## config.mk

```make
export PLATFORM = sky130hd
export DESIGN_NAME = gpio_ovr_port
export DESIGN_NICKNAME = d
export VERILOG_FILES = /design/src/rtl/gpio_ovr_pkg.sv /design/src/rtl/gpio_ovr_regs.sv /design/src/rtl/gpio_ovr_sync.sv /design/src/rtl/gpio_ovr_mux.sv /design/src/rtl/gpio_ovr_port.sv
export SDC_FILE = /design/constraint.sdc
export NUM_CORES = 1
export LEC_CHECK = 0
export BUFFER_PORTS_ARGS = -buffer_cell sky130_fd_sc_hd__buf_2
export CORE_UTILIZATION = 40
export DETAILED_ROUTE_END_ITERATION = 8
export GPL_TIMING_DRIVEN = 0
export PLACE_DENSITY = 0.7
export SLEW_MARGIN = 20
export SYNTH_ARGS = -nofsm -noshare
export SYNTH_HDL_FRONTEND = slang
export SYNTH_SLANG_ARGS = --single-unit
```

## constraint.sdc

```tcl
create_clock -name clk_i -period 0.8 [get_ports clk_i]
set_input_delay 0 -clock clk_i [delete_from_list [all_inputs] [get_ports clk_i]]
set_output_delay 0 -clock clk_i [all_outputs]
set_load 0.1 [all_outputs]
```

## src/rtl/gpio_ovr_pkg.sv

```systemverilog
package gpio_ovr_pkg;
  typedef enum logic [1:0] {
    REG_PORT = 2'd0,
    REG_LAT  = 2'd1,
    REG_DIR  = 2'd2,
    REG_ANA  = 2'd3
  } reg_sel_e;
endpackage

```

## src/rtl/gpio_ovr_regs.sv

```systemverilog
module gpio_ovr_regs
  import gpio_ovr_pkg::*;
#(
  parameter int NUM_PINS = 8,
  parameter int NUM_UP   = 4
) (
  input  logic                clk_i,
  input  logic                rst_ni,
  input  logic [1:0]          addr_i,
  input  logic                we_i,
  input  logic [NUM_PINS-1:0] wdata_i,
  output logic [NUM_PINS-1:0] lat_q_o,
  output logic [NUM_PINS-1:0] dir_q_o,
  output logic [NUM_UP-1:0]   ana_q_o
);
  reg_sel_e sel;
  assign sel = reg_sel_e'(addr_i);

  always_ff @(posedge clk_i or negedge rst_ni) begin
    if (!rst_ni) begin
      lat_q_o <= '0;
      dir_q_o <= '1;
      ana_q_o <= '1;
    end else if (we_i) begin
      unique case (sel)
        REG_PORT, REG_LAT: lat_q_o <= wdata_i;
        REG_DIR:           dir_q_o <= wdata_i;
        REG_ANA:           ana_q_o <= wdata_i[NUM_UP-1:0];
        default: ;
      endcase
    end
  end
endmodule

```

## src/rtl/gpio_ovr_sync.sv

```systemverilog
module gpio_ovr_sync #(
  parameter int WIDTH  = 8,
  parameter int STAGES = 2
) (
  input  logic             clk_i,
  input  logic             rst_ni,
  input  logic [WIDTH-1:0] d_i,
  output logic [WIDTH-1:0] q_o
);
  logic [WIDTH-1:0] chain [STAGES];

  for (genvar s = 0; s < STAGES; s++) begin : g_stage
    always_ff @(posedge clk_i or negedge rst_ni) begin
      if (!rst_ni) chain[s] <= '0;
      else if (s == 0) chain[s] <= d_i;
      else chain[s] <= chain[(s == 0) ? 0 : s-1];
    end
  end

  assign q_o = chain[STAGES-1];
endmodule

```

## src/rtl/gpio_ovr_mux.sv

```systemverilog
module gpio_ovr_mux #(
  parameter int NUM_PINS = 8,
  parameter int NUM_LO   = 4,
  localparam int NUM_UP  = NUM_PINS - NUM_LO
) (
  input  logic [NUM_PINS-1:0] lat_i,
  input  logic [NUM_PINS-1:0] dir_i,
  input  logic [NUM_UP-1:0]   ana_i,
  input  logic                xmem_en_i,
  input  logic [NUM_LO-1:0]   xmem_addr_i,
  input  logic [NUM_UP-1:0]   pwm_en_i,
  input  logic [NUM_UP-1:0]   pwm_val_i,
  input  logic [NUM_UP-1:0]   pwm_shdn_i,
  input  logic [NUM_UP-1:0]   pwm_tri_i,
  output logic [NUM_PINS-1:0] oe_o,
  output logic [NUM_PINS-1:0] out_o
);
  for (genvar i = 0; i < NUM_PINS; i++) begin : g_pin
    logic oe, val;
    if (i < NUM_LO) begin : g_lo
      always_comb begin
        if (xmem_en_i) begin
          oe  = 1'b1;
          val = xmem_addr_i[i];
        end else begin
          oe  = ~dir_i[i];
          val = lat_i[i];
        end
      end
    end else begin : g_up
      localparam int K = i - NUM_LO;
      always_comb begin
        oe  = 1'b0;
        val = 1'b0;
        if (pwm_en_i[K]) begin
          // direction still gates the PWM driver; shutdown may release it
          if (!dir_i[i] && !(pwm_shdn_i[K] && pwm_tri_i[K])) begin
            oe  = 1'b1;
            val = pwm_val_i[K];
          end
        end else if (!ana_i[K]) begin
          oe  = ~dir_i[i];
          val = lat_i[i];
        end
      end
    end
    assign oe_o[i]  = oe;
    assign out_o[i] = oe & val;
  end
endmodule

```

## src/rtl/gpio_ovr_port.sv

```systemverilog
module gpio_ovr_port
  import gpio_ovr_pkg::*;
#(
  parameter int NUM_PINS    = 8,
  parameter int NUM_LO      = 4,
  parameter int SYNC_STAGES = 2,
  localparam int NUM_UP     = NUM_PINS - NUM_LO
) (
  input  logic                clk_i,
  input  logic                rst_ni,
  input  logic [1:0]          addr_i,
  input  logic                we_i,
  input  logic [NUM_PINS-1:0] wdata_i,
  output logic [NUM_PINS-1:0] rdata_o,
  input  logic [NUM_PINS-1:0] pin_in_i,
  output logic [NUM_PINS-1:0] pin_oe_o,
  output logic [NUM_PINS-1:0] pin_out_o,
  input  logic                xmem_en_i,
  input  logic [NUM_LO-1:0]   xmem_addr_i,
  input  logic [NUM_UP-1:0]   pwm_en_i,
  input  logic [NUM_UP-1:0]   pwm_val_i,
  input  logic [NUM_UP-1:0]   pwm_shdn_i,
  input  logic [NUM_UP-1:0]   pwm_tri_i
);
  logic [NUM_PINS-1:0] lat_q, dir_q, pin_sync;
  logic [NUM_UP-1:0]   ana_q;
  logic [NUM_PINS-1:0] ana_mask;

  gpio_ovr_regs #(.NUM_PINS(NUM_PINS), .NUM_UP(NUM_UP)) u_regs (
    .clk_i   (clk_i),
    .rst_ni  (rst_ni),
    .addr_i  (addr_i),
    .we_i    (we_i),
    .wdata_i (wdata_i),
    .lat_q_o (lat_q),
    .dir_q_o (dir_q),
    .ana_q_o (ana_q)
  );

  gpio_ovr_sync #(.WIDTH(NUM_PINS), .STAGES(SYNC_STAGES)) u_sync (
    .clk_i  (clk_i),
    .rst_ni (rst_ni),
    .d_i    (pin_in_i),
    .q_o    (pin_sync)
  );

  gpio_ovr_mux #(.NUM_PINS(NUM_PINS), .NUM_LO(NUM_LO)) u_mux (
    .lat_i       (lat_q),
    .dir_i       (dir_q),
    .ana_i       (ana_q),
    .xmem_en_i   (xmem_en_i),
    .xmem_addr_i (xmem_addr_i),
    .pwm_en_i    (pwm_en_i),
    .pwm_val_i   (pwm_val_i),
    .pwm_shdn_i  (pwm_shdn_i),
    .pwm_tri_i   (pwm_tri_i),
    .oe_o        (pin_oe_o),
    .out_o       (pin_out_o)
  );

  assign ana_mask = {ana_q, {NUM_LO{1'b0}}};

  always_comb begin
    unique case (reg_sel_e'(addr_i))
      REG_PORT: rdata_o = pin_sync & ~ana_mask;
      REG_LAT:  rdata_o = lat_q;
      REG_DIR:  rdata_o = dir_q;
      REG_ANA:  rdata_o = {{NUM_LO{1'b0}}, ana_q};
      default:  rdata_o = '0;
    endcase
  end
endmodule

```

# ---- Word-level counts from Yosys, hierarchy flattened
# Cells that the tools add are included.
dict set report totals {
  ff_bits 36
  latch_bits 0
  ram_bits 0
  rom_bits 0
  out_inout_bits 24
  wordCells 80
  memories 0
}
dict set report classes {
  n_addsub 0
  n_mul 0
  div 0
  n_lt_le_gt_ge 0
  eq_ne 3
  shift 0
  muxes 33
  bitwise_logic 18
  reduce_logical 21
}
# cell count
set ops {}
lappend ops {{$mux W1} 32}
lappend ops {{$pmux W8 S4} 1}
lappend ops {{$and A1 B1 Y1} 8}
lappend ops {{$and A8 B8 Y8} 1}
lappend ops {{$logic_and A1 B1 Y1} 8}
lappend ops {{$logic_not A1 Y1} 8}
lappend ops {{$not A1 Y1} 8}
lappend ops {{$not A8 Y8} 1}
lappend ops {{$reduce_and A2 Y1} 3}
lappend ops {{$eq A2 B2 Y1 const B} 2}
lappend ops {{$eq A2 B1 Y1 const B} 1}
lappend ops {{$logic_not A2 Y1} 1}
lappend ops {{$reduce_or A2 Y1} 1}

# ---- Longest topological paths before layout
dict set report depth {
  word_depth 6
  ltp_mapped 4
  ltp_nobuf 3
}

# ---- Modules after synthesis
# Synthesis repeated with hierarchy kept, for this count alone.
dict set report hier_totals {
  hier_cells 133
  hier_area_um2 1776.7
}
# mod n_inst cells_each area_per_inst_um2 seq_area_each_um2
set by_module_without_submodules {}
lappend by_module_without_submodules {gpio_ovr_regs 1 44 813.3 515.5}
lappend by_module_without_submodules {gpio_ovr_sync 1 24 460.4 400.4}
lappend by_module_without_submodules {gpio_ovr_mux 1 46 269.0 0.0}
lappend by_module_without_submodules {gpio_ovr_port 1 19 234.0 0.0}

# ---- Least setup slack after synthesis
# Ideal clock, no wire load.
dict set report synth_timing {
  path_type {register to output}
  start {register u_regs.ana_q_o[0]}
  end {output rdata_o[4]}
  t_arrival_ns 2.700
  slack_ns -1.900
  path_stages_with_launch 4
  n_path_buf 0
  cell_sequence {dfstp_2 nor3b_1 a21oi_1 o21ai_0}
}
dict set report synth_between {
  elab_chain_cells 3
}
# item line_no
set synth_lines {}
lappend synth_lines {{start: declaration} gpio_ovr_regs.sv:14} ;# output logic [NUM_UP-1:0] ana_q_o
lappend synth_lines {{start signal: assignment} gpio_ovr_regs.sv:28} ;# REG_ANA: ana_q_o <= wdata_i[NUM_UP-1:0];
lappend synth_lines {{$not A8 Y8} gpio_ovr_port.sv:65} ;# REG_PORT: rdata_o = pin_sync & ~ana_mask;
lappend synth_lines {{$and A8 B8 Y8} gpio_ovr_port.sv:65}
lappend synth_lines {{$pmux W8 S4} gpio_ovr_port.sv:64} ;# unique case (reg_sel_e'(addr_i))
lappend synth_lines {{end: declaration} gpio_ovr_port.sv:14} ;# output logic [NUM_PINS-1:0] rdata_o,
# Every way passes these cells.

# ---- Final worst setup path
dict set report layout_timing {
  start {register u_regs.lat_q_o[2]}
  end {output rdata_o[2]}
}
dict set report layout_between {
  elab_chain_cells 1
}
# item line_no
set layout_lines {}
lappend layout_lines {{start: declaration} gpio_ovr_regs.sv:12} ;# output logic [NUM_PINS-1:0] lat_q_o,
lappend layout_lines {{start signal: assignment} gpio_ovr_regs.sv:26} ;# REG_PORT, REG_LAT: lat_q_o <= wdata_i;
lappend layout_lines {{$pmux W8 S4} gpio_ovr_port.sv:64}
# Every way passes these cells.

==> flow_summary_export.csv <==
group,metric,value,unit
status,status,"finished with violations",
status,violations,"negative hold slack, negative setup slack",
layout,num_antenna_cells,0,
grt,grt_overflow,0,
synthesis,ys.warnings.count,0,
pwr,seqPwrFrac,0.335,
pwr,p_leak,1.35,nW
synthesis,synth_area_leader_cell,"dfrtp_1",
synthesis,synth_top_area_share,0.355,
timing,slew_viol_final,0,
synthesis,synth_edf_count,0,
critical_path,crit_family,"multiplexers",
timing,finalWorstSetupSlack,-590,ps
timing,worst_pin_slew,774,ps
layout,layout-drive-gt1-share,0.732,
die,die_h,67.0,µm
clock_tree,htree_num_levels,2,
drt,vias,1414,
timing,fin_crit,1390,ps
pwr,p_sw,0.00284,W
critical_path,critPathRequiredTime,800,ps
layout,final.fill_count,267,
drt,routed_via_density,5.09,
die,fp-row-count,23,
clock_tree,clockBufferDepth,2,
critical_path,criticalPathCategory,"reg -> out",
clock_tree,insertion_delay,280,ps
pwr,swShare,0.403,
clock_tree,cts_hold_buf,16,
grt,grt_start_max_net_pins,37,
timing,finClkSkew,5.08,ps
critical_path,slowest_stage,"mux4_2",
pwr,p_per_area,2310,nW/µm²
grt,use_met3,0.0497,
layout,fin_area,3050,µm²
synthesis,synth_top_cells_by_count,"dfrtp_1 (24), mux2_2 (20), nor2_1 (13)",
die,dieArea,4490,µm²
grt,gr-usage-met2,0.386,
placement,placed_area,2260,µm²
grt,antenna_found_initial,0,
drt,ant_nets,0,
synthesis,synth.ff_latch_count,36,
timing,setup_viol,33,
timing,rsz0062_at_grt,"yes",
pwr,internal_power,0.00421,W
min_path,hp-class,"in -> async",
clock_tree,clkTransAtPathRegs,70,ps
timing,fmax,719,MHz
clock_tree,cts-root-buf,"clkbuf_8",
timing,setup_tns,-12780,ps
critical_path,critPathMaxStageDelay,490,ps
placement,dp_hpwl,2820,µm
drt,drc_errors,0,
placement,dpl_worst_slack,-508,ps
critical_path,worst_setup_path_start_kind,"register",
synthesis,ys_seq_area_frac,0.542,
synthesis,synth_nets,177,
synthesis,synth.avg_cell_area,12.5,µm²
die,core_area,4030,µm²
synthesis,synth-main-ff-cell,"dfrtp_1",
placement,place_congestion,0.789,
synthesis,yosysMostFrequentCell,"dfrtp_1",
timing,finalCritPeriodShare,1.74,
synthesis,synth_area_leaders,"dfrtp_1 (36%), dfstp_2 (19%), mux2_2 (13%)",
run,cap_viol_max_count,0,
critical_path,endpoint_kind,"primary output",
synthesis,syn_inst,135,
placement,numPortBuffers,64,
timing,hold_viol,24,
critical_path,crit_chain,"mux4_2, buf_12",
layout,nets,269,
grt,grt_use_total,0.217,
grt,grt_pass1_wl,6980,µm
timing,hold-worst-slack,-206,ps
synthesis,synth.lib_cells_used.distinct,21,
pwr,clkPwrFrac,0.173,
drt,wl_per_cell,16.4,µm
synthesis,syn_area,1690,µm²
critical_path,arrival,1390,ps
drt,drt_iter0_markers,27,
synthesis,synthArstFlopShare,1.00,
drt,drt_pass1_iterations,4,
clock_tree,cts_tree,"yes",
layout,area.growth.synth_to_final,80.7,%
timing,slew_headroom,0.484,
critical_path,path_buf_inv,1,
die,initial_core_util,0.420,
die,die_w,67.0,µm
die,io_pins,66,
pwr,finalPower,0.00706,W
pwr,peakVddDrop,1400,µV
grt,grt_util_met1,0.243,
drt,wl,4560,µm
placement,numPlacedInstances,249,
clock_tree,cts.sinks,36,
grt,grt.busiest_layer,"met2",
grt,grt_pass1_vias,1497,
critical_path,cp_max_fo,2,
clock_tree,cts_buffers,5,
pwr,p_comb_frac,0.491,
layout,final_cells,278,
[cells by family (layout without fill, tap and decap cells)]
logic type,count (synthesis),after routing,synth area share
and+or+nand+nor,42,42,0.144
buffers and inverters,13,106,0.0562
AOI/OAI and AO/OA,20,20,0.0644
muxes,24,24,0.193
DFF,36,36,0.542
[metal layers]
layer / up-vias / routed length [µm]
li1: 653 / -
met1: 711 / 1770
met2: 40 / 2530
met3: 10 / 175
met4: 0 / 85
met5: - / 0
[stage by stage]
step                       util  hold slack, ps
after CTS                 0.721            -188
final                     0.758            -206
after floorplan               -            -296
after detailed placement  0.561             109
after global placement    0.561             101
after global routing      0.758            -146
[cells in the final DEF, fill, tap and decap left out, types with 5 or more instances in the layout]
cell	count
mux2_2	7
o21ai_4	7
dfstp_2	12
buf_6	12
buf_2	41
nor3b_2	6
nand2b_4	7
nor2_1	5
a21oi_2	6
buf_12	22
nand2_1	7
buf_4	5
dlygate4sd3_1	16
mux2_4	13
dfrtp_1	23
clkbuf_8	5
[worst register-to-register path, delay by kind of cell, from the launching register on]
| family | cells | cell delay (ps) |
|---|---|---|
| flops | 1 | 420 |
| mux | 1 | 260 |
| buf+inv | 2 | 230 |
[power groups by stage]
stage	Combinational [W]	Sequential, W	Clock [W]
after floorplan	0.00213	0.00232	0
after global placement	0.00244	0.00236	0
after detailed placement	0.00247	0.00239	0
after CTS	0.00319	0.00238	0.00124
after global routing	0.00359	0.00239	0.00132
final	0.00347	0.00237	0.00122
[flip-flops by register name, indices dropped and copies added (netlist names)]
name and cells:
u_regs.dir_q_o 8, u_regs.lat_q_o 8, u_sync.chain 8, u_sync.q_o 8
u_regs.ana_q_o 4
[layout make-up]
| cell class | instances | area [µm²] | share of cell area |
|---|---|---|---|
| flip-flops and latches | 36 | 917 | 0.300 |
| clock inverters | 1 | 5.00 | 0.00164 |
| well taps | 50 | 62.6 | 0.0205 |
| plain buffers | 5 | 48.8 | 0.0160 |
| repair buffers | 93 | 950 | 0.311 |
| multi-input cells | 86 | 995 | 0.326 |
| clock buffers | 7 | 76.3 | 0.0250 |
[final timing paths]
check	startpoint	end	cells past startpoint	slack (ps)
setup / recovery	u_regs.lat_q_o[2]	rdata_o[2]	2	-590
hold / removal	rst_ni	u_sync.q_o[5]	1	-210
setup reg to reg	u_regs.lat_q_o[2]	u_regs.lat_q_o[2]	3	-220
hold reg to reg	u_sync.chain[9]	u_sync.q_o[1]	0	350
max in group asynchronous	rst_ni	u_regs.lat_q_o[2]	1	470
min in group clk_i	we_i	u_regs.ana_q_o[2]	3	110
[timing repair]
| item | 4_1_cts | 5_1_grt |
|---|---|---|
| endpoints found under the hold margin | 52 | 24 |
| endpoints found under the setup margin | 27 | 40 |
| pin swaps | 17 | 12 |
| gates resized for setup | 111 | 23 |
| setup buffers | 4 | 9 |
Power figures use the tool's default switching activity.
